$ cat config.mk
export PLATFORM = sky130hd
export DESIGN_NAME = unlock_cmd_sequencer
export DESIGN_NICKNAME = d
export VERILOG_FILES = /design/src/rtl/unlock_seq_pkg.sv /design/src/rtl/strobe_capture.sv /design/src/rtl/cmd_match.sv /design/src/rtl/seq_fsm.sv /design/src/rtl/unlock_cmd_sequencer.sv
export SDC_FILE = /design/constraint.sdc
export NUM_CORES = 1
export LEC_CHECK = 0
export BUFFER_PORTS_ARGS = -buffer_cell sky130_fd_sc_hd__buf_2
export CAP_MARGIN = 10
export CORE_ASPECT_RATIO = 0.8
export CORE_MARGIN = 1.5
export CORE_UTILIZATION = 46
export DETAILED_ROUTE_END_ITERATION = 6
export PLACE_DENSITY = 0.76
export SLEW_MARGIN = 30
export SYNTH_ARGS = -nofsm -noshare
export SYNTH_HDL_FRONTEND = slang
export SYNTH_SLANG_ARGS = --single-unit
$ cat constraint.sdc
create_clock -name clk -period 2.6 [get_ports clk]
set_clock_uncertainty 0.15 [all_clocks]
set_input_delay 0.26 -clock clk [delete_from_list [all_inputs] [get_ports clk]]
set_output_delay 0.26 -clock clk [all_outputs]
set_load 0.02 [all_outputs]
$ cat src/rtl/unlock_seq_pkg.sv
// Package: shared types and constants for the unlock command sequencer.
// Assumes byte-wide command data; the command address constants are 16 bits
// wide and are sliced to the compared width by the users.
package unlock_seq_pkg;

    typedef enum logic [1:0] {
        OPK_NONE = 2'd0,
        OPK_PROG = 2'd1,
        OPK_SECT = 2'd2,
        OPK_BANK = 2'd3
    } op_kind_e;

    typedef enum logic [2:0] {
        ST_IDLE,
        ST_UNL1,
        ST_UNL2,
        ST_PROG_TGT,
        ST_ERA_SETUP,
        ST_ERA_UNL1,
        ST_ERA_UNL2
    } seq_state_e;

    // Match flags for one completed write cycle.
    typedef struct packed {
        logic key1;      // first unlock write
        logic key2;      // second unlock write
        logic at_main;   // address is the main command address
        logic d_prog;
        logic d_erase;
        logic d_id_in;
        logic d_id_out;
        logic d_bank;
        logic d_sect;
    } cmd_hits_t;

    localparam logic [15:0] MAIN_ADDR  = 16'h5555;
    localparam logic [15:0] ALT_ADDR   = 16'h2AAA;
    localparam logic [7:0]  KEY1_DATA  = 8'hAA;
    localparam logic [7:0]  KEY2_DATA  = 8'h55;
    localparam logic [7:0]  CODE_PROG  = 8'hA0;
    localparam logic [7:0]  CODE_ERASE = 8'h80;
    localparam logic [7:0]  CODE_IDIN  = 8'h90;
    localparam logic [7:0]  CODE_IDOUT = 8'hF0;
    localparam logic [7:0]  CODE_BANK  = 8'h10;
    localparam logic [7:0]  CODE_SECT  = 8'h30;
    localparam logic [7:0]  MFR_BYTE   = 8'hBF;

endpackage

$ cat src/rtl/strobe_capture.sv
// Module: strobe_capture
// Turns the synchronised write strobe into one completed write cycle.
// The address is held from the clock where the strobe is first seen high.
// The data is held from the clock where the strobe is first seen low again.
// cyc_v pulses for one cycle after that falling clock.
// Assumes wr_strobe is already synchronous to clk.
module strobe_capture #(
    parameter int ADDR_W = 19,
    parameter int DATA_W = 8
) (
    input  logic              clk,
    input  logic              rst_n,
    input  logic              wr_strobe,
    input  logic [ADDR_W-1:0] addr,
    input  logic [DATA_W-1:0] wdata,
    output logic              cyc_v,
    output logic [ADDR_W-1:0] cyc_addr,
    output logic [DATA_W-1:0] cyc_data
);
    logic strobe_q;
    logic rise_w;
    logic fall_w;

    assign rise_w = wr_strobe & ~strobe_q;
    assign fall_w = ~wr_strobe & strobe_q;

    // Purpose: remember the strobe level and capture address and data at its edges.
    always_ff @(posedge clk) begin
        if (!rst_n) begin
            strobe_q <= 1'b0;
            cyc_v    <= 1'b0;
            cyc_addr <= '0;
            cyc_data <= '0;
        end else begin
            strobe_q <= wr_strobe;
            cyc_v    <= fall_w;
            if (rise_w) cyc_addr <= addr;
            if (fall_w) cyc_data <= wdata;
        end
    end
endmodule

$ cat src/rtl/cmd_match.sv
// Module: cmd_match
// Combinational decoder that compares one captured write cycle against the
// unlock addresses and the command codes.
// Only the low CMD_ADDR_W address bits take part in the compare.
module cmd_match
    import unlock_seq_pkg::*;
#(
    parameter int ADDR_W     = 19,
    parameter int DATA_W     = 8,
    parameter int CMD_ADDR_W = 15
) (
    input  logic [ADDR_W-1:0] cyc_addr,
    input  logic [DATA_W-1:0] cyc_data,
    output cmd_hits_t         hits
);
    localparam logic [CMD_ADDR_W-1:0] MAIN_A = MAIN_ADDR[CMD_ADDR_W-1:0];
    localparam logic [CMD_ADDR_W-1:0] ALT_A  = ALT_ADDR[CMD_ADDR_W-1:0];

    logic [CMD_ADDR_W-1:0] low_a;
    logic                  at_alt;
    logic                  at_main;

    assign low_a   = cyc_addr[CMD_ADDR_W-1:0];
    assign at_main = (low_a == MAIN_A);
    assign at_alt  = (low_a == ALT_A);

    // Purpose: form the per-cycle match flags.
    always_comb begin
        hits          = '0;
        hits.at_main  = at_main;
        hits.key1     = at_main && (cyc_data[7:0] == KEY1_DATA);
        hits.key2     = at_alt  && (cyc_data[7:0] == KEY2_DATA);
        hits.d_prog   = (cyc_data[7:0] == CODE_PROG);
        hits.d_erase  = (cyc_data[7:0] == CODE_ERASE);
        hits.d_id_in  = (cyc_data[7:0] == CODE_IDIN);
        hits.d_id_out = (cyc_data[7:0] == CODE_IDOUT);
        hits.d_bank   = (cyc_data[7:0] == CODE_BANK);
        hits.d_sect   = (cyc_data[7:0] == CODE_SECT);
    end
endmodule

$ cat src/rtl/seq_fsm.sv
// Module: seq_fsm
// Sequence state machine. It advances once on every completed write cycle
// that arrives while the operation unit is idle. A mismatch returns it to
// idle. It issues the start pulse and owns the identification mode flag.
// Assumes cyc_v is a single-cycle pulse.
module seq_fsm
    import unlock_seq_pkg::*;
#(
    parameter int ADDR_W   = 19,
    parameter int DATA_W   = 8,
    parameter int SECT_LSB = 12
) (
    input  logic              clk,
    input  logic              rst_n,
    input  logic              cyc_v,
    input  logic [ADDR_W-1:0] cyc_addr,
    input  logic [DATA_W-1:0] cyc_data,
    input  cmd_hits_t         hits,
    input  logic              op_busy,
    output logic              op_start,
    output op_kind_e          op_kind,
    output logic [ADDR_W-1:0] op_addr,
    output logic [DATA_W-1:0] op_data,
    output logic              id_mode
);
    seq_state_e        state_q;
    seq_state_e        state_d;
    logic              fire;
    op_kind_e          fire_kind;
    logic [ADDR_W-1:0] fire_addr;
    logic              id_set;
    logic              id_clr;

    // Purpose: decide the next position and any action for the current cycle.
    always_comb begin
        state_d   = ST_IDLE;
        fire      = 1'b0;
        fire_kind = OPK_NONE;
        fire_addr = cyc_addr;
        id_set    = 1'b0;
        id_clr    = 1'b0;
        unique case (state_q)
            ST_IDLE:  if (hits.key1) state_d = ST_UNL1;
            ST_UNL1:  if (hits.key2) state_d = ST_UNL2;
            ST_UNL2: begin
                if (hits.at_main && hits.d_prog)  state_d = ST_PROG_TGT;
                if (hits.at_main && hits.d_erase) state_d = ST_ERA_SETUP;
                if (hits.at_main && hits.d_id_in)  id_set = 1'b1;
                if (hits.at_main && hits.d_id_out) id_clr = 1'b1;
            end
            ST_PROG_TGT: begin
                fire      = 1'b1;
                fire_kind = OPK_PROG;
            end
            ST_ERA_SETUP: if (hits.key1) state_d = ST_ERA_UNL1;
            ST_ERA_UNL1:  if (hits.key2) state_d = ST_ERA_UNL2;
            ST_ERA_UNL2: begin
                if (hits.d_sect) begin
                    fire      = 1'b1;
                    fire_kind = OPK_SECT;
                    fire_addr = {cyc_addr[ADDR_W-1:SECT_LSB], {SECT_LSB{1'b0}}};
                end else if (hits.at_main && hits.d_bank) begin
                    fire      = 1'b1;
                    fire_kind = OPK_BANK;
                    fire_addr = '0;
                end
            end
            default: state_d = ST_IDLE;
        endcase
    end

    // Purpose: advance the sequence on accepted cycles and register the start pulse.
    always_ff @(posedge clk) begin
        if (!rst_n) begin
            state_q  <= ST_IDLE;
            id_mode  <= 1'b0;
            op_start <= 1'b0;
            op_kind  <= OPK_NONE;
            op_addr  <= '0;
            op_data  <= '0;
        end else begin
            op_start <= 1'b0;
            op_kind  <= OPK_NONE;
            if (cyc_v && !op_busy) begin
                state_q <= state_d;
                if (id_set) id_mode <= 1'b1;
                if (id_clr) id_mode <= 1'b0;
                if (fire) begin
                    op_start <= 1'b1;
                    op_kind  <= fire_kind;
                    op_addr  <= fire_addr;
                    op_data  <= cyc_data;
                end
            end
        end
    end
endmodule

$ cat src/rtl/unlock_cmd_sequencer.sv
// Module: unlock_cmd_sequencer (top)
// Recognises unlock-protected flash command sequences and raises a start
// pulse for the operation unit. In identification mode, array reads are
// replaced with the identification bytes.
// Assumes wr_strobe is synchronised and op_busy comes from the operation unit.
module unlock_cmd_sequencer
    import unlock_seq_pkg::*;
#(
    parameter int          ADDR_W     = 19,
    parameter int          DATA_W     = 8,
    parameter int          CMD_ADDR_W = 15,
    parameter int          SECT_LSB   = 12,
    parameter logic [15:0] DEVICE_ID  = 16'h00A5
) (
    input  logic              clk,
    input  logic              rst_n,
    input  logic              wr_strobe,
    input  logic [ADDR_W-1:0] addr,
    input  logic [DATA_W-1:0] wdata,
    input  logic              op_busy,
    input  logic [DATA_W-1:0] array_rdata,
    output logic              op_start,
    output logic [1:0]        op_kind,
    output logic [ADDR_W-1:0] op_addr,
    output logic [DATA_W-1:0] op_data,
    output logic              id_mode,
    output logic [DATA_W-1:0] rd_data
);
    localparam logic [DATA_W-1:0] ID_DEV = DATA_W'(DEVICE_ID[7:0]);
    localparam logic [DATA_W-1:0] ID_MFR = DATA_W'(MFR_BYTE);

    logic              cyc_v;
    logic [ADDR_W-1:0] cyc_addr;
    logic [DATA_W-1:0] cyc_data;
    cmd_hits_t         hits;
    op_kind_e          kind_w;

    strobe_capture #(.ADDR_W(ADDR_W), .DATA_W(DATA_W)) cap_i (
        .clk(clk), .rst_n(rst_n), .wr_strobe(wr_strobe), .addr(addr),
        .wdata(wdata), .cyc_v(cyc_v), .cyc_addr(cyc_addr), .cyc_data(cyc_data)
    );

    cmd_match #(.ADDR_W(ADDR_W), .DATA_W(DATA_W), .CMD_ADDR_W(CMD_ADDR_W)) match_i (
        .cyc_addr(cyc_addr), .cyc_data(cyc_data), .hits(hits)
    );

    seq_fsm #(.ADDR_W(ADDR_W), .DATA_W(DATA_W), .SECT_LSB(SECT_LSB)) fsm_i (
        .clk(clk), .rst_n(rst_n), .cyc_v(cyc_v), .cyc_addr(cyc_addr),
        .cyc_data(cyc_data), .hits(hits), .op_busy(op_busy),
        .op_start(op_start), .op_kind(kind_w), .op_addr(op_addr),
        .op_data(op_data), .id_mode(id_mode)
    );

    assign op_kind = kind_w;

    // Purpose: substitute the identification bytes for array reads in ID mode.
    always_comb begin
        if (id_mode) rd_data = addr[0] ? ID_DEV : ID_MFR;
        else         rd_data = array_rdata;
    end
endmodule

---- Word level (Yosys, flattened, before mapping) ----
Index checks and enable logic that the tools add are counted.
cells by class
  equal/unequal tests ..................... 16
  muxes and demuxes ....................... 25
  bitwise logic cells ..................... 4
  reductions and logical operators ........ 15
operators by type and width
  kind                                              count
  2-to-1 mux 19 bit                                 3
  == test 8 bit (second input constant)             5
  == test 15 x 14 -> 1 bit (second input constant)  1
  == test 15 bit (second input constant)            1
  one-hot mux 3 bit (5 select lines)                1
  2-to-1 mux 1 bit                                  10
  == test 3 bit (second input constant)             3
  2-to-1 mux 3 bit                                  3
  == test 8 x 5 -> 1 bit (second input constant)    1
  == test 8 x 6 -> 1 bit (second input constant)    1
  == test 8 x 7 -> 1 bit (second input constant)    1
  logical AND 1 bit                                 8
  2-to-1 mux 2 bit                                  4
  2-to-1 mux 8 bit                                  1
  == test 3 x 2 -> 1 bit (second input constant)    2
  AND reduction 2 bit                               3
  2-to-1 mux 5 bit                                  1
  one-hot mux 2 bit (2 select lines)                1
  == test 3 x 1 -> 1 bit (second input constant)    1
  logical NOT 3 bit                                 1
  AND reduction 3 bit                               1
  bitwise AND 1 bit                                 2
  inverter 1 bit                                    2
  one-hot mux 1 bit (2 select lines)                1
  2 further kinds                                   2
word-level totals
  flip-flop bits (word level) ............. 63
  input bits .............................. 39
  output and inout port bits .............. 39
  word-level logic and storage cells ...... 70

---- Depth between registers and ports, before layout ----
Gate-level depths: netlist of the first run.
  word-level depth ........................ 6
  gate-level depth with buffers ........... 7
  depth with buffers taken out ............ 5

---- Hierarchy ----
Synthesis of the first run repeated with hierarchy kept, for this count alone.
unflattened totals
  cells, all modules ...................... 300
  area, all modules ....................... 2837.7 µm²
modules (own cells, without submodules)
  module                instances  cells each  area each (µm²)  sequential area each (µm²)
  seq_fsm               1          136         1388.8           680.7
  strobe_capture        1          123         1172.4           580.6
  cmd_match             1          29          212.7            0.0
  unlock_cmd_sequencer  1          12          63.8             0.0

---- Worst setup path before layout of the first run ----
OpenSTA, ideal clock, no wires.
  kind .................................... register to register
  start point ............................. register cap_i.cyc_addr[12]
  end point ............................... register fsm_i.op_addr[10]
  setup time .............................. 0.117 ns
  arrival time ............................ 2.221 ns
  required time ........................... 2.333 ns
  setup slack ............................. 0.112 ns
  stages on the path, launching flop included .. 8
  path buffers ............................ 2
  clock period less this slack ............ 2.488 ns
  cells stage by stage .................... dfxtp_1 or3b_1 or4_4 a2111o_1 a21o_1 buf_6 buf_6 a32o_1
on the way
  cells in the longest elaborated chain, start to end .. 6
  elaborated cells on any way between the ends .. 9
  classes of those cells .................. eq/ne: 1; mux: 6; reduce/logical: 2
RTL lines
  what                                  line                  RTL
  from (decl)                           strobe_capture.sv:17  output logic [ADDR_W-1:0] cyc_addr,
  from (signal assigned)                strobe_capture.sv:37  if (rise_w) cyc_addr <= addr;
  == test 15 bit *                      cmd_match.sv:24       assign at_main = (low_a == MAIN_A);
  logical AND 1 bit *                   seq_fsm.sv:62         end else if (hits.at_main && hits.d_bank) begin
  2-to-1 mux 1 bit                      seq_fsm.sv:62
  2-to-1 mux 1 bit                      seq_fsm.sv:58         if (hits.d_sect) begin
  one-hot mux 1 bit (2 select lines)    seq_fsm.sv:42         unique case (state_q)
  AND reduction 2 bit (no source line)  --
  to (signal assigned)                  seq_fsm.sv:91         op_addr <= fire_addr;
  to (decl)                             seq_fsm.sv:22         output logic [ADDR_W-1:0] op_addr,
Every way passes the cells marked *; elsewhere a longest branch is shown, timed or not.
A chain may end at the register's enable or synchronous reset.

---- Final worst setup path of the first run ----
  start point ............................. register cap_i.cyc_addr[13]
  end point ............................... register fsm_i.op_addr[18]
The elaborated chain is that of the path after synthesis.

==> run metrics, run 1 <==
status=finished, final reports clean; H-tree levels=3; most frequent cells in the layout=80 x nand2_1, 77 x buf_2, 63 x dfxtp_1; number of max-cap violations=0; Max Fanout on Critical Path=28; proportion of synthesized chip area in sequential cells=roughly 50%; Reg clk slew, reported paths=roughly 0.07 ns; Register Area=between 0.001 and 0.0015 sq mm; leakage=approximately 0.0015 uW; CP Launch Type=flip-flop; Vias/cell=around 5.3; setup TNS=0 ns; DRT iter0 DRCs=approximately 160; clock tree sinks=63; # resized after CTS=0; antenna viol nets, final=0; Fmax=399 MHz; die area=between 0.005 and 0.006 sq mm; most used flip-flop cell after synthesis=dfxtp_1; Worst Setup EP=fsm_i.op_addr[18]; ys async rst share=0%; Synth Cell Area=0.00255 sq mm; post-CTS setup buffer count=0; Crit. Startpoint=cap_i.cyc_addr[13]; Slew @ Worst Pin=about 0.80 ns; Die Span X=around 86 um; Multi-input gate area=0.00117 sq mm; # IOs=78; layout cells sized above 1=a little under a third; minimum clock period=around 2.5 ns; Routed WL per cell=approximately 14 um; Num CTS Buffers=9; crit share post-route=between 90% and 100%; PD cells=~620 mW/mm^2; hpwl dp=4.45 mm; Area growth syn-to-layout=34.1%; Ys Warns=0; total gr overflow=0; Setup crit end kind=flip-flop; # nets final=430; startpoint of the worst register-to-register path=cap_i.cyc_addr[13]; clk buf depth=2; DR pass1 iterations=4; DR vias=~2.5k; Initial Util=a little under half; largest net degree at the start of global routing=42; Yosys cell types=33; first-pass GRT wire length=~11 mm; RePlAce Congestion=slightly below 0.9; CTS tree=built; unrepaired setup endpoints after global routing=no; fin. max-slew vios=0; Core Area=between 0.005 and 0.006 sq mm; pre-CTS WS=about 0.070 ns; # diodes=0; filler instances=between 400 and 500; setup ws final=just over 0.09 ns; CP Class=flip-flop to flip-flop; r2r endpoint=fsm_i.op_addr[18]; DRC viols=0; final setup violation count=0; Hold Path Class=input port to flip-flop; hold_ws=around 0.008 ns; commonest non-fill, non-tap cell in the layout=nand2_1; Crit path arrival time=approximately 2.6 ns; syn avg cell area=8.78 sq um; Clock Latency Late Sink=around 0.34 ns; vias in the first global route=approximately 2.4k; Max-Slew Margin vs Limit=a little under half; final hold vios=0; initial antenna violation count=0; Buffers on Ports=77; number of synthesized flops with an enable pin=0; overall routed net length=6.52 mm; Synthesized Nets=roughly 330; WP data required=2.69 ns; overall global routing resource usage=between 20 and 25%; register bit total from synthesis=63; Cells after Synth=290; Clock Tree Root=clkbuf_8; internal reg-to-reg setup slack=roughly 0.09 ns; row count=24; VDD IR max=about 430 uV; die span in y=69.5 um; R2R cell count=6
## cells by family (layout without fill, tap and decap cells)
kind of cell | count (synthesis) | count (layout) | share of synthesized area (%)
buffers and inverters | 24 | 130 | 4.42
muxes | 12 | 12 | 4.72
DFF | 63 | 63 | 49.5
AOI/OAI and AO/OA | 58 | 58 | 15.1
and+or+nand+nor | 133 | 133 | 26.2
## critical path: stages (launching register included)
cell      delay, ns
dfxtp_1        0.34
or3b_1         0.37
or4_4          0.46
a2111o_1       0.41
a21o_1         0.22
buf_12         0.18
a32o_1         0.27
## worst min path at each step
stage / start / end / slack (ns) / depth (start not counted)
after CTS: addr[6] / cap_i.cyc_addr[6] / 0.0009 / 3
final: addr[6] / cap_i.cyc_addr[6] / 0.008 / 3
after detailed placement: fsm_i.op_addr[1] / fsm_i.op_addr[1] / 0.30 / 2
after floorplan: wr_strobe / cap_i.strobe_q / 0.24 / 1
after global placement: cap_i.cyc_addr[17] / cap_i.cyc_addr[17] / 0.30 / 2
after global routing: addr[14] / cap_i.cyc_addr[14] / 0.007 / 3
## power by group
part           switching, uW  internal, uW  total (uW)  leakage [uW]
clock                    373           536         909      0.000102
sequential              19.6           988        1010      0.000511
combinational            103          87.6         191      0.000875
## synthesized netlist by cell type (all sizes together) (2+ instances only)
library cell	number	area (sq um)
a32o	16	160
clkbuf	10	37.5
nand2b	5	31.3
buf	8	52.6
a21oi	32	160
nor2b	3	18.8
nand2	80	300
nor3	3	15.0
nor2	7	26.3
inv	6	22.5
dfxtp	63	1260
or4bb	2	22.5
or4	4	33.8
nand4bb	2	22.5
nand4	5	31.3
or2	5	31.3
mux2i	12	120
or4b	3	30.0
nor4	3	18.8
nand3b	3	22.5
nand4b	2	17.5
o21ai	6	30.0
or3	2	12.5
## metrics by stage
stage / power (uW) / instances / cell area, sq um / util, %
after global placement: 1200 / 432 / 3070 / 56.8
after CTS: 2120 / 461 / 3410 / 63.1
after global routing: 2180 / 461 / 3410 / 63.1
after detailed placement: 1200 / 432 / 3070 / 56.8
final: 2110 / 461 / 3410 / 63.1
after floorplan: 1120 / 290 / 2550 / -
## state kept, by name (all words and copies together) (netlist names)
signal,flops
fsm_i.id_mode,1
fsm_i.op_start,1
fsm_i.state_q,3
fsm_i.op_addr,19
cap_i.cyc_v,1
cap_i.strobe_q,1
fsm_i.op_kind,2
fsm_i.op_data,8
cap_i.cyc_data,8
cap_i.cyc_addr,19
## area by class of cell
type | count | area share (%)
tap | 65 | 2.38
sequential | 63 | 37.0
timing repair buffer | 108 | 19.4
multi-input combinational | 203 | 34.3
clock buffer | 10 | 3.74
inverter | 6 | 0.660
clock inverter | 6 | 2.49
## per-layer routing
layer	GRT usage (%)	routed length, um	vias to the layer above
met4	5.91	82	0
met2	36.0	2900	106
met3	8.33	462	9
met5	0	0	-
li1	-	-	1223
met1	30.3	3070	1115
## timing repair
| item | CTS | global route |
|---|---|---|
| hold buffers | 13 | 0 |
| hold endpoints to repair | 13 | 0 |
| setup endpoints to repair | 0 | 16 |
No activity file was read; power rests on OpenSTA's default activity.
==> run 2, diff against run 1 <==
--- a/config.mk
+++ b/config.mk
@@ -9,9 +9,9 @@
 export CAP_MARGIN = 10
 export CORE_ASPECT_RATIO = 0.8
 export CORE_MARGIN = 1.5
-export CORE_UTILIZATION = 46
+export CORE_UTILIZATION = 50
 export DETAILED_ROUTE_END_ITERATION = 6
-export PLACE_DENSITY = 0.76
+export PLACE_DENSITY = 0.78
 export SLEW_MARGIN = 30
 export SYNTH_ARGS = -nofsm -noshare
 export SYNTH_HDL_FRONTEND = slang
==> constraint.sdc (replaced) <==
create_clock -name clk -period 2.4 [get_ports clk]
set_clock_uncertainty 0.15 [all_clocks]
set_input_delay 0.24 -clock clk [delete_from_list [all_inputs] [get_ports clk]]
set_output_delay 0.24 -clock clk [all_outputs]
set_load 0.02 [all_outputs]
==> run 2 against run 1 <==
Net effect:
- fmax increased by 2.8%
- clock power up 22%
- cell count up 4.1%
- highest routed layer unchanged
- the flow now finishes with violations (setup timing)
- register-to-register slack worse by 0.13 ns
- critical path type unchanged
- global-route usage is 4.5 points higher
==> run metrics, run 2 (synthesized netlist as in run 1, its figures left out) <==
r2r endpoint=fsm_i.op_addr[10] (was fsm_i.op_addr[18]); Routed WL per cell=14.5 um (was 14.1 um); Buffers on Ports=77 (unchanged); H-tree levels=3 (unchanged); Register Area=0.00126 sq mm (about the same); DRC viols=0 (unchanged); Max-Slew Margin vs Limit=51.8% (was 47.0%); total gr overflow=0 (unchanged); filler instances=366 (was 491); initial antenna violation count=0 (unchanged); die area=0.00553 sq mm (was 0.00599 sq mm); largest net degree at the start of global routing=33 (was 42); number of max-cap violations=0 (unchanged); busiest grt layer=met2 (unchanged); critical path's slowest cell=or4_4 (unchanged); # nets final=452 (was 430); Core Area=0.00495 sq mm (was 0.00541 sq mm); PD cells=671 mW/mm^2 (was 617 mW/mm^2); Top Registers=cap_i.cyc_addr: 19 flops, fsm_i.op_addr: 19 flops (unchanged); hpwl dp=4.43 mm (was 4.45 mm); DR vias=2605 (was 2453); Clock Latency Late Sink=0.34 ns (about the same); Placed Instances=440 (was 432); Initial Util=51.4% (was 47.1%); overall routed net length=6.97 mm (was 6.52 mm); final core occ=73.4% (was 63.1%); Vias/cell=5.43 (was 5.32); CTS tree=built (unchanged); delay of the slowest critical-path stage=0.43 ns (was 0.46 ns); layout cells sized above 1=31.6% (was 30.1%); crit share post-route=102% (was 96.5%); met3 usage=9.04% (was 8.33%); Hold Path Class=input port to flip-flop (unchanged); Worst Setup EP=fsm_i.op_addr[10] (was fsm_i.op_addr[18]); pre-CTS WS=-0.0415 ns (was 0.0703 ns); # diodes=0 (unchanged); final hold vios=0 (unchanged); DR pass1 iterations=5 (was 4); antenna viol nets, final=0 (unchanged); Num CTS Buffers=9 (unchanged); Max Fanout on Critical Path=28 (unchanged); Slew @ Worst Pin=0.723 ns (was 0.795 ns); R2R cell count=6 (unchanged); fin. max-slew vios=0 (unchanged); overall global routing resource usage=27.5% (was 23.0%); vias in the first global route=2389 (was 2368); first-pass GRT wire length=11.0 mm (was 10.7 mm); Clock Tree Root=clkbuf_8 (unchanged); DRT iter0 DRCs=236 (was 158); Fmax=410 MHz (was 399 MHz); routing usage on met1=34.1% (was 30.3%); failing checks=setup timing; status=finished with violations (was finished, final reports clean); clk buf depth=2 (unchanged); met2 Use GR=42.5% (was 36.0%); VDD IR max=484 uV (was 426 uV); hold_ws=0.0157 ns (was 0.00786 ns); internal reg-to-reg setup slack=-0.04 ns (was 0.09 ns); Non-Filler Instances=480 (was 461); unrepaired setup endpoints after global routing=yes (was no); Crit. Startpoint=cap_i.cyc_addr[11] (was cap_i.cyc_addr[13]); Setup crit end kind=flip-flop (unchanged); Reg clk slew, reported paths=0.07 ns (about the same); CP Class=flip-flop to flip-flop (unchanged); minimum clock period=2.44 ns (was 2.51 ns); row count=23 (was 24); Multi-input gate area=0.00118 sq mm (was 0.00117 sq mm); # IOs=78 (unchanged); startpoint of the worst register-to-register path=cap_i.cyc_addr[11] (was cap_i.cyc_addr[13]); clock tree sinks=63 (unchanged); RePlAce Congestion=0.935 (was 0.881); die span in y=66.8 um (was 69.5 um); CP Launch Type=flip-flop (unchanged); Crit path arrival time=2.52 ns (was 2.60 ns); setup ws final=-0.0413 ns (was 0.0915 ns); Area growth syn-to-layout=42.7% (was 34.1%); final setup violation count=16 (was 0); commonest non-fill, non-tap cell in the layout=nand2_1 (unchanged); crit-path cells=or3b_1 -> or4_4 -> a2111o_1 -> a21o_1 -> buf_12 -> a32o_1 (unchanged); Die Span X=82.8 um (was 86.2 um); WP data required=2.48 ns (was 2.69 ns); leakage=0.00161 uW (was 0.00149 uW); most frequent cells in the layout=80 x nand2_1, 77 x buf_2, 61 x dfxtp_1 (was 80 x nand2_1, 77 x buf_2, 63 x dfxtp_1)
[run 2: changes by cell type in the layout (fill, tap and decap cells not counted)]
cell / before / now
clkbuf_8: 9 / 10
nor3_1: 3 / 2
clkinv_2: 2 / 0
clkinvlp_4: 2 / 0
clkbuf_1: 1 / 3
dfxtp_2: 0 / 2
nor3_2: 0 / 1
dfxtp_1: 63 / 61
dlygate4sd3_1: 13 / 23
bufinv_16: 2 / 3
buf_4: 17 / 29
[run 2: routing by layer]
metal  vias to the layer above  wire (um)
met1                      1191       2910
met3                        26        560
met5                         -          0
li1                       1264          -
met2                       124       3230
met4                         0        271
[run 2: report_power, final]
part | internal, uW | switching, uW
Clock | 720 | 394
Sequential | 1070 | 17.6
Combinational | 114 | 123
[run 2: through the flow]
| step | instance area (sq um) | setup TNS [ns] | power [uW] |
|---|---|---|---|
| 3_3_place_gp | 3150 | 0 | 1310 |
| 5_1_grt | 3630 | -1.27 | 2530 |
| 3_5_place_dp | 3150 | -0.426 | 1310 |
| 6_report | 3630 | -0.448 | 2440 |
| 2_1_floorplan | 2550 | -0.273 | 1220 |
| 4_1_cts | 3610 | -0.638 | 2440 |
[run 2: final cells by class]
type                    instances  area share (%)
repair buffers                130            23.5
clock inverters                 3            2.48
well taps                      62            2.13
clock buffers                  13            4.10
inverters                       6           0.620
multi-input cells             203            32.4
flip-flops and latches         63            34.8
[run 2: how the worst min path moves through the flow]
stage | endpoint | startpoint | slack (ns) | cells past startpoint
detailed placement | cap_i.cyc_addr[16] | cap_i.cyc_addr[16] | 0.30 | 2
finish | cap_i.cyc_data[0] | wdata[0] | 0.02 | 3
global route | cap_i.cyc_addr[13] | addr[13] | 0.01 | 3
global placement | cap_i.cyc_addr[17] | cap_i.cyc_addr[17] | 0.30 | 2
CTS | cap_i.cyc_addr[8] | addr[8] | 0.002 | 3
floorplan | cap_i.strobe_q | wr_strobe | 0.22 | 1
[run 2: critical path: cells and delay by family (launching register included)]
family	cells	cell delay, ns
simple gates	2	0.81
compound gates	3	0.88
buf+inv	1	0.18
flops	1	0.32
[run 2: repair_timing]
item | 4_1_cts | 5_1_grt
setup buffers | 0 | 1
gates cloned | 0 | 0
hold buffers | 22 | 1
pin swaps | 0 | 1
resized for setup | 0 | 1
endpoints found under the setup margin | 16 | 17
endpoints found under the hold margin | 22 | 1
==> run 3, diff against run 2 <==
--- a/config.mk
+++ b/config.mk
@@ -5,14 +5,16 @@
 export SDC_FILE = /design/constraint.sdc
 export NUM_CORES = 1
 export LEC_CHECK = 0
+export ABC_AREA = 1
 export BUFFER_PORTS_ARGS = -buffer_cell sky130_fd_sc_hd__buf_2
 export CAP_MARGIN = 10
 export CORE_ASPECT_RATIO = 0.8
 export CORE_MARGIN = 1.5
-export CORE_UTILIZATION = 50
+export CORE_UTILIZATION = 53
 export DETAILED_ROUTE_END_ITERATION = 6
-export PLACE_DENSITY = 0.78
+export PLACE_DENSITY = 0.79
 export SLEW_MARGIN = 30
 export SYNTH_ARGS = -nofsm -noshare
 export SYNTH_HDL_FRONTEND = slang
+export SYNTH_HIERARCHICAL = 1
 export SYNTH_SLANG_ARGS = --single-unit
==> run 3 against run 2 <==
Net effect:
- the flow now finishes without violations
- wire length up 7.4%
- register-to-register slack better by 0.30 ns
- clock-buffer cell count shrank 2
- cell count rose by 34%
- critical path type unchanged
- critical endpoint is now fsm_i/op_data[0]
==> run metrics, run 3 <==
proportion of synthesized chip area in sequential cells=39.7% (was 49.5%); final setup violation count=0 (was 16); hold_ws=0.0493 ns (was 0.0157 ns); status=finished, final reports clean (was finished with violations); crit share post-route=89.4% (was 102%); die span in y=72.2 um (was 66.8 um); Reg clk slew, reported paths=0.06 ns (was 0.07 ns); ys async rst share=0% (unchanged); post-CTS setup buffer count=0 (unchanged); crit-path cells=nor2_1 -> nand3_1 -> nor3_1 -> nand2_1 -> nand2_1 -> nand2_2 -> nand2_8 -> nand3b_1 -> nand2_1 -> nor2_1 (was or3b_1 -> or4_4 -> a2111o_1 -> a21o_1 -> buf_12 -> a32o_1); # diodes=0 (unchanged); final core occ=64.4% (was 73.4%); Vias/cell=4.95 (was 5.43); delay of the slowest critical-path stage=0.35 ns (was 0.43 ns); overall global routing resource usage=23.7% (was 27.5%); Ys Warns=6 (was 0); Synth area leader=dfxtp_1 (unchanged); Hold-fix buffers, CTS=0 (was 22); Hold Path Class=input port to flip-flop (unchanged); layout cells sized above 1=19.5% (was 31.6%); largest net degree at the start of global routing=62 (was 33); internal reg-to-reg setup slack=0.25 ns (was -0.04 ns); # nets final=599 (was 452); Max Fanout on Critical Path=28 (unchanged); startpoint of the worst register-to-register path=cap_i/cyc_data[1] (was cap_i.cyc_addr[11]); # IOs=78 (unchanged); most used flip-flop cell after synthesis=dfxtp_1 (unchanged); RePlAce Congestion=0.921 (was 0.935); most frequent cells in the layout=114 x nand2_1, 110 x nor2_1, 77 x buf_2 (was 80 x nand2_1, 77 x buf_2, 61 x dfxtp_1); vias in the first global route=2700 (was 2389); syn avg cell area=6.43 sq um (was 8.78 sq um); antenna viol nets, final=0 (unchanged); register bit total from synthesis=63 (unchanged); row count=25 (was 23); Fmax=466 MHz (was 410 MHz); unrepaired setup endpoints after global routing=no (was yes); Cells after Synth=494 (was 290); Clock Latency Late Sink=0.34 ns (about the same); Yosys cell types=24 (was 33); number of max-cap violations=0 (unchanged); r2r endpoint=fsm_i/op_data[0] (was fsm_i.op_addr[10]); CP Class=flip-flop to flip-flop (unchanged); Initial Util=54.3% (was 51.4%); DR pass1 iterations=5 (unchanged); DRC viols=0 (unchanged); total gr overflow=0 (unchanged); VDD IR max=385 uV (was 484 uV); Core Area=0.00585 sq mm (was 0.00495 sq mm); ranking of synthesized cells by area=dfxtp_1 40%, nand2_1 13%, nor2_1 13%, nand3_1 8.4%, inv_1 7.0% (was dfxtp_1 50%, nand2_1 12%, a21oi_1 6.3%, a32o_1 6.3%, mux2i_1 4.7%); clk buf depth=2 (unchanged); leakage=0.00189 uW (was 0.00161 uW); Die Span X=89.5 um (was 82.8 um); H-tree levels=3 (unchanged); share of the synthesized area in the top cell type=39.7% (was 49.5%); critical path's slowest cell=dfxtp_1 (was or4_4); total power draw=2340 uW (was 2440 uW); setup ws final=0.254 ns (was -0.0413 ns); Num CTS Buffers=9 (unchanged); Synth Cell Area=0.00317 sq mm (was 0.00255 sq mm); initial antenna violation count=0 (unchanged); # resized after CTS=0 (unchanged); Setup crit end kind=flip-flop (unchanged); overall routed net length=7.48 mm (was 6.97 mm); first-pass GRT wire length=11.7 mm (was 11.0 mm); clock tree sinks=63 (unchanged); DR vias=3191 (was 2605); Worst Setup EP=fsm_i/op_data[0] (was fsm_i.op_addr[10]); pre-CTS WS=0.237 ns (was -0.0415 ns); final hold vios=0 (unchanged); list of most frequent post-synthesis cells=114 x nand2_1, 111 x nor2_1, 63 x dfxtp_1 (was 80 x nand2_1, 63 x dfxtp_1, 32 x a21oi_1); Top Registers=cap_i/cyc_addr: 19 flops, fsm_i/op_addr: 19 flops (was cap_i.cyc_addr: 19 flops, fsm_i.op_addr: 19 flops); setup TNS=0 ns (was -0.448 ns); Clock Tree Root=clkbuf_8 (unchanged); hpwl dp=5.16 mm (was 4.43 mm); PD cells=621 mW/mm^2 (was 671 mW/mm^2); Crit. Startpoint=cap_i/cyc_data[1] (was cap_i.cyc_addr[11]); CP Launch Type=flip-flop (unchanged); most used cell, CP=nand2_1; WP data required=2.49 ns (was 2.48 ns); Routed WL per cell=11.6 um (was 14.5 um); Synthesized Nets=533 (was 329); R2R cell count=10 (was 6); Crit path arrival time=2.23 ns (was 2.52 ns); number of synthesized flops with an enable pin=0 (unchanged); CTS tree=built (unchanged); fin. max-slew vios=0 (unchanged); DRT iter0 DRCs=205 (was 236); minimum clock period=2.15 ns (was 2.44 ns); Buffers on Ports=77 (unchanged); Slew @ Worst Pin=0.642 ns (was 0.723 ns); Max-Slew Margin vs Limit=57.2% (was 51.8%); count leader, synth=nand2_1 (unchanged); die area=0.00647 sq mm (was 0.00553 sq mm); Area growth syn-to-layout=18.8% (was 42.7%); commonest non-fill, non-tap cell in the layout=nand2_1 (unchanged)
[run 3: cell types whose count changed after synthesis, sizes merged, moves of 12 or more]
| cell | delta |
|---|---|
| nor2 | +107 |
| inv | +55 |
| nand3 | +54 |
| nand2 | +39 |
| a32o | -16 |
| mux2i | -12 |
[run 3: report_power, final]
part           switching [uW]  internal, uW
sequential               38.0          1080
clock                     393           604
combinational             137          90.1
[run 3: area by class of cell]
cell class,instances,area (sq um)
Inverter,61,229
Clock buffer,11,141
Sequential cell,63,1260
Tap cell,81,101
Timing Repair Buffer,80,420
Multi-Input combinational cell,345,1550
Clock inverter,4,70.1
Fill cell,542,2080
[run 3: cells by family (layout without fill, tap and decap cells)]
kind of cell    after synthesis  in the layout  synth area share, %
flops                        63             63                 39.7
buf+inv                      87            156                 12.1
compound gates               32             32                 5.16
simple gates                312            313                 43.0
[run 3: worst min-delay path by stage]
stage | startpoint | end | slack [ns] | cells past startpoint
after global placement | fsm_i/op_data[6] | fsm_i/op_data[6] | 0.30 | 2
after global routing | addr[5] | cap_i/cyc_addr[5] | 0.05 | 5
after CTS | addr[5] | cap_i/cyc_addr[5] | 0.03 | 5
after floorplan | addr[0] | cap_i/cyc_addr[0] | 0.30 | 4
after detailed placement | fsm_i/op_addr[7] | fsm_i/op_addr[7] | 0.32 | 2
final | addr[5] | cap_i/cyc_addr[5] | 0.05 | 5
[run 3: routing by layer]
metal  track usage (%)  part of all wire [%]
met5                 0                     0
met2              34.8                    43
met1              32.6                    49
met3              7.85                   6.8
met4              8.21                   1.0
[run 3: through the flow]
step / area, sq um / std cells
after floorplan: 3170 / 494
after global placement: 3550 / 629
after detailed placement: 3550 / 629
after CTS: 3760 / 644
final: 3770 / 645
after global routing: 3770 / 645
[run 3: worst max-delay path, delay by kind of cell, from the launching register on]
kind,cells,cell delay (ns)
AND/OR/NAND/NOR,10,1.55
flip-flops,1,0.35
